--- src/rtl/incr_rmw_pkg.sv ---
package incr_rmw_pkg;
  typedef enum logic [2:0] {
    ST_IDLE,
    ST_FETCH_OPC,
    ST_FETCH_LO,
    ST_FETCH_HI,
    ST_READ_TGT,
    ST_WRITE_ECHO,
    ST_WRITE_INC
  } seq_state_t;
endpackage

--- src/rtl/incr_rmw_ctrl.sv ---
module incr_rmw_ctrl
  import incr_rmw_pkg::*;
(
  input  logic       clk,
  input  logic       rst,
  input  logic       accept,
  output seq_state_t state,
  output logic       rw,
  output logic       busy,
  output logic       done
);
  seq_state_t state_q, state_d;

  always_comb begin
    state_d = state_q;
    unique case (state_q)
      ST_IDLE:       if (accept) state_d = ST_FETCH_OPC;
      ST_FETCH_OPC:  state_d = ST_FETCH_LO;
      ST_FETCH_LO:   state_d = ST_FETCH_HI;
      ST_FETCH_HI:   state_d = ST_READ_TGT;
      ST_READ_TGT:   state_d = ST_WRITE_ECHO;
      ST_WRITE_ECHO: state_d = ST_WRITE_INC;
      ST_WRITE_INC:  state_d = ST_IDLE;
      default:       state_d = ST_IDLE;
    endcase
  end

  always_ff @(posedge clk) begin
    if (rst) begin
      state_q <= ST_IDLE;
      rw      <= 1'b1;
      busy    <= 1'b0;
      done    <= 1'b0;
    end else begin
      state_q <= state_d;
      rw      <= !((state_d == ST_WRITE_ECHO) || (state_d == ST_WRITE_INC));
      busy    <= (state_d != ST_IDLE);
      done    <= (state_q == ST_WRITE_INC);
    end
  end

  assign state = state_q;
endmodule

--- src/rtl/incr_rmw_addr.sv ---
module incr_rmw_addr
  import incr_rmw_pkg::*;
#(
  parameter int AW       = 16,
  parameter int DW       = 8,
  parameter int INSN_LEN = 3
) (
  input  logic          clk,
  input  logic          rst,
  input  seq_state_t    state,
  input  logic          accept,
  input  logic [AW-1:0] start_pc,
  input  logic [DW-1:0] rdata,
  output logic [AW-1:0] addr,
  output logic [AW-1:0] pc_out
);
  localparam int HI_W = AW - DW;

  logic [AW-1:0] base_q;
  logic [DW-1:0] lo_q;

  always_ff @(posedge clk) begin
    if (rst) begin
      base_q <= '0;
      lo_q   <= '0;
      addr   <= '0;
      pc_out <= '0;
    end else begin
      unique case (state)
        ST_IDLE: if (accept) begin
          base_q <= start_pc;
          addr   <= start_pc;
        end
        ST_FETCH_OPC: addr <= base_q + AW'(1);
        ST_FETCH_LO: begin
          lo_q <= rdata;
          addr <= base_q + AW'(2);
        end
        ST_FETCH_HI:  addr   <= {rdata[HI_W-1:0], lo_q};
        ST_WRITE_INC: pc_out <= base_q + AW'(INSN_LEN);
        default: ;
      endcase
    end
  end
endmodule

--- src/rtl/incr_rmw_data.sv ---
module incr_rmw_data
  import incr_rmw_pkg::*;
#(
  parameter int DW = 8
) (
  input  logic          clk,
  input  logic          rst,
  input  seq_state_t    state,
  input  logic [DW-1:0] rdata,
  output logic [DW-1:0] wdata,
  output logic          flag_z,
  output logic          flag_n
);
  logic [DW-1:0] val_q;
  logic [DW-1:0] inc_val;

  assign inc_val = val_q + DW'(1);

  always_ff @(posedge clk) begin
    if (rst) begin
      val_q  <= '0;
      wdata  <= '0;
      flag_z <= 1'b0;
      flag_n <= 1'b0;
    end else begin
      unique case (state)
        ST_READ_TGT: begin
          val_q <= rdata;
          wdata <= rdata;
        end
        ST_WRITE_ECHO: begin
          wdata  <= inc_val;
          flag_z <= (inc_val == '0);
          flag_n <= inc_val[DW-1];
        end
        default: ;
      endcase
    end
  end
endmodule

--- src/rtl/incr_rmw_seq.sv ---
module incr_rmw_seq
  import incr_rmw_pkg::*;
#(
  parameter int AW       = 16,
  parameter int DW       = 8,
  parameter int INSN_LEN = 3
) (
  input  logic          clk,
  input  logic          rst,
  input  logic          start,
  input  logic [AW-1:0] start_pc,
  input  logic [DW-1:0] bus_rdata,
  output logic [AW-1:0] bus_addr,
  output logic [DW-1:0] bus_wdata,
  output logic          bus_rw,
  output logic          busy,
  output logic          done,
  output logic [AW-1:0] pc_out,
  output logic          flag_z,
  output logic          flag_n
);
  seq_state_t state;
  logic       accept;

  assign accept = (state == ST_IDLE) && start;

  incr_rmw_ctrl u_ctrl (
    .clk    (clk),
    .rst    (rst),
    .accept (accept),
    .state  (state),
    .rw     (bus_rw),
    .busy   (busy),
    .done   (done)
  );

  incr_rmw_addr #(.AW(AW), .DW(DW), .INSN_LEN(INSN_LEN)) u_addr (
    .clk      (clk),
    .rst      (rst),
    .state    (state),
    .accept   (accept),
    .start_pc (start_pc),
    .rdata    (bus_rdata),
    .addr     (bus_addr),
    .pc_out   (pc_out)
  );

  incr_rmw_data #(.DW(DW)) u_data (
    .clk    (clk),
    .rst    (rst),
    .state  (state),
    .rdata  (bus_rdata),
    .wdata  (bus_wdata),
    .flag_z (flag_z),
    .flag_n (flag_n)
  );
endmodule

--- config.mk ---
export PLATFORM = sky130hd
export DESIGN_NAME = incr_rmw_seq
export DESIGN_NICKNAME = d
export VERILOG_FILES = /design/src/rtl/incr_rmw_pkg.sv /design/src/rtl/incr_rmw_ctrl.sv /design/src/rtl/incr_rmw_addr.sv /design/src/rtl/incr_rmw_data.sv /design/src/rtl/incr_rmw_seq.sv
export SDC_FILE = /design/constraint.sdc
export NUM_CORES = 1
export LEC_CHECK = 0
export BUFFER_PORTS_ARGS = -buffer_cell sky130_fd_sc_hd__buf_2
export CAP_MARGIN = 20
export CORE_UTILIZATION = 35
export CTS_CLUSTER_SIZE = 12
export DETAILED_ROUTE_END_ITERATION = 8
export PLACE_DENSITY = 0.63
export SLEW_MARGIN = 20
export SYNTH_ARGS = -nofsm -noshare
export SYNTH_HDL_FRONTEND = slang
export SYNTH_HIERARCHICAL = 1
export SYNTH_SLANG_ARGS = --single-unit
--- constraint.sdc ---
create_clock -name clk -period 4.2 [get_ports clk]
set_input_delay 0.63 -clock clk [delete_from_list [all_inputs] [get_ports clk]]
set_output_delay 0.63 -clock clk [all_outputs]
set_load 0.005 [all_outputs]
==> impl_metrics.json <==
{
  "core-area_mm2": 0.0121,
  "detail_route.first_pass.iterations": 5,
  "n_fill_cell": 1263,
  "timing_worst_setup_path_type": "register to register",
  "max_freq_ghz": 0.385,
  "die-height_um": 113,
  "worst_slew_margin_rel": 0.420,
  "cts_setup_buffers": 0,
  "globalRoute.totalOverflow": 0,
  "powerDensity_mw_per_mm2": 442,
  "hold_viol": 0,
  "critical_path.reg2reg.startpoint": "u_ctrl/state[1]",
  "vias_in_the_first_global_route": 3841,
  "static-leakage-power_uw": 0.00183,
  "final_cell_area_mm2": 0.00502,
  "r2r-end": "u_addr/addr[6]",
  "clock-sinks": 80,
  "cts-buffers-inserted": 9,
  "met3_usage": 0.0407,
  "worstPathRequired_ns": 4.49,
  "post_cts_resized": 0,
  "ir_drop_v": 0.000226,
  "synth.ff_latch_count": 80,
  "synth_enable_flop_cells": 0,
  "pin_count_of_the_biggest_net_entering_global_routing": 49,
  "clk_transition_reported_paths_ns": 0.06,
  "dp_cells": 749,
  "detailed_place_hpwl_um": 8930,
  "die_area_mm2": 0.0129,
  "tritoncts": "done",
  "cap_viol_max_count": 0,
  "final_nets": 625,
  "detail_route.iter0.violations": 292,
  "fp-row-count": 40,
  "timing.hold.worst.start": "u_data/wdata[5]",
  "antenna_cells": 0,
  "outcome": "finished clean",
  "r2r.worst_path.cells": 7,
  "power_uw": 2220,
  "synth_cells": 550,
  "min_path_cells": 2,
  "layout-drive-gt1-share": 0.196,
  "global_route.usage.total": 0.198,
  "initial_core_util": 0.360,
  "areaGrowthSynthToFinish_pct": 15.7,
  "syn_avg_cell_area_um2": 7.89,
  "routed_wire_length_per_instance_um": 16.3,
  "antenna_found_initial": 0,
  "crit_arrival_ns": 2.89,
  "worstMarginPinSlew_ns": 0.871,
  "area_occupied_by_multi_input_gates_mm2": 0.00247,
  "drc": 0,
  "cts_root_buffer": "sky130_fd_sc_hd__clkbuf_16",
  "floorplan.die.width_um": 113,
  "drt-vias-per-instance": 5.42,
  "grt_first_pass_wirelength_um": 19900,
  "holdPathEnd": "u_data/wdata[5]",
  "yosysSeqAreaShare": 0.369,
  "setup_viol_count_final": 0,
  "global_route.peak_usage_layer": "met2",
  "globalRouteMet2Util": 0.308,
  "route.antenna.remaining_nets": 0,
  "dr_total_vias": 4149,
  "finalCritPeriodShare": 0.619,
  "gp_congestion": 0.865,
  "finalNonFillerCells": 765,
  "wirelength_um": 12500,
  "critical_path_peak_fanout": 21,
  "worst_skew_pair_later_pin_latency_ns": 0.34,
  "grt_use_met1": 0.268,
  "final-seq-area_mm2": 0.00160,
  "clock_path_buffers": 2,
  "placement.cell_area_mm2": 0.00474,
  "ys.warnings.count": 6,
  "layout_common_cells": "sky130_fd_sc_hd__nand2_1, sky130_fd_sc_hd__dfxtp_1, sky130_fd_sc_hd__buf_2",
  "port_buffers": 71,
  "syn-cell-area_mm2": 0.00434,
  "timing_max_transition_violations_final": 0,
  "grt_setup_unrepaired": "false",
  "hold_path_class": "register to register",
  "cp-start-kind": "register",
  "fin_setup_tns_ns": 0,
  "syn-num-nets": 583,
  "reg2reg_setup_slack_ns": 1.60,
  "postSynth.asyncResetShare": 0,
  "layout_min_cycle_time_ns": 2.60,
  "postCtsHoldBufs": 0,
  "ys_types": 69,
  "critical_path.endpoint_type": "register",
  "layout.cells.most_common": "sky130_fd_sc_hd__nand2_1",
  "worst_clock_skew_ns": 0.00621,
  "htree_num_levels": 3,
  "pin_count": 72,
  "synth_flop_cell": "sky130_fd_sc_hd__dfxtp_1"
}
[power breakdown]
group	total [uW]	switching [uW]	internal, uW
logic	535	329	206
registers	930	94.1	835
clock network	757	308	448
[how the worst max path moves through the flow]
stage | start | end | slack (ns)
finish | u_ctrl/state[1] | u_addr/addr[6] | 1.60
global placement | u_ctrl/state[1] | u_addr/addr[6] | 1.72
global route | u_ctrl/state[1] | u_addr/addr[6] | 1.40
floorplan | start | u_addr/base_q[10] | 2.12
detailed placement | u_ctrl/state[1] | u_addr/addr[6] | 1.63
CTS | u_ctrl/state[1] | u_addr/addr[6] | 1.63
[cells in the mapped netlist (3+ instances only)]
cell,count,area (um^2)
sky130_fd_sc_hd__nor2_1,49,184
sky130_fd_sc_hd__o211ai_1,4,30.0
sky130_fd_sc_hd__nand2b_1,5,31.3
sky130_fd_sc_hd__o221ai_1,3,26.3
sky130_fd_sc_hd__nand3_1,10,50.1
sky130_fd_sc_hd__dfxtp_1,80,1600
sky130_fd_sc_hd__buf_2,10,50.1
sky130_fd_sc_hd__nand2_1,102,383
sky130_fd_sc_hd__a211oi_1,17,128
sky130_fd_sc_hd__or3_1,5,31.3
sky130_fd_sc_hd__a21o_1,3,22.5
sky130_fd_sc_hd__buf_4,8,60.1
sky130_fd_sc_hd__nor4_1,4,25.0
sky130_fd_sc_hd__inv_1,10,37.5
sky130_fd_sc_hd__a221oi_1,9,78.8
sky130_fd_sc_hd__xor2_1,15,131
sky130_fd_sc_hd__a21oi_1,57,285
sky130_fd_sc_hd__xnor2_1,15,131
sky130_fd_sc_hd__o21ai_0,22,110
sky130_fd_sc_hd__a211oi_2,3,37.5
sky130_fd_sc_hd__nor3_1,14,70.1
sky130_fd_sc_hd__nand4_1,7,43.8
sky130_fd_sc_hd__ha_1,6,75.1
sky130_fd_sc_hd__mux2i_1,6,60.1
sky130_fd_sc_hd__o31ai_1,5,37.5
sky130_fd_sc_hd__clkbuf_1,25,93.8
[cell families after synthesis]
logic type | Yosys count | share of synthesized area
adder cells (fa/ha/maj) | 6 | 0.0173
XOR/XNOR | 30 | 0.0605
flip-flops | 80 | 0.369
AO/OA/AOI/OAI | 144 | 0.220
multiplexers | 9 | 0.0251
AND/OR/NAND/NOR | 222 | 0.245
buffers and inverters | 59 | 0.0631
[layer usage]
metal,vias up,wire length [um]
met5,-,0
met1,1971,5800
met2,132,5650
met3,22,692
met4,0,316
li1,2024,-
[critical path, stage by stage, from the launching register on]
cell	delay, ns
sky130_fd_sc_hd__dfxtp_1	0.74
sky130_fd_sc_hd__buf_4	0.29
sky130_fd_sc_hd__nor4b_2	0.06
sky130_fd_sc_hd__buf_4	0.18
sky130_fd_sc_hd__o21ai_2	0.70
sky130_fd_sc_hd__nand2_1	0.11
sky130_fd_sc_hd__a221oi_1	0.29
sky130_fd_sc_hd__o31a_1	0.17
[layout make-up]
class / count / share of cell area
clock buffers: 14 / 0.0546
multi-input cells: 411 / 0.491
well taps: 168 / 0.0419
repair buffers: 79 / 0.0827
clock inverters: 2 / 0.00249
flip-flops and latches: 80 / 0.319
inverters: 11 / 0.00822
[registers in the layout, summed over array words and instances (netlist names)]
signal         count
u_ctrl/done        1
u_ctrl/rw          1
u_addr/addr       16
u_ctrl/state       3
u_data/flag_z      1
u_addr/lo_q        8
u_data/val_q       8
u_addr/pc_out     16
u_addr/base_q     16
u_data/wdata       8
u_ctrl/busy        1
u_data/flag_n      1
[stage by stage]
stage           util  worst slack, ns  hold slack (ns)
2_1_floorplan      -             2.12            0.434
3_3_place_gp   0.393             1.72            0.437
3_5_place_dp   0.393             1.63            0.445
4_1_cts        0.416             1.63            0.454
5_1_grt        0.416             1.40            0.477
6_report       0.416             1.60            0.451
Note: power is estimated with default switching activity, not from simulation.
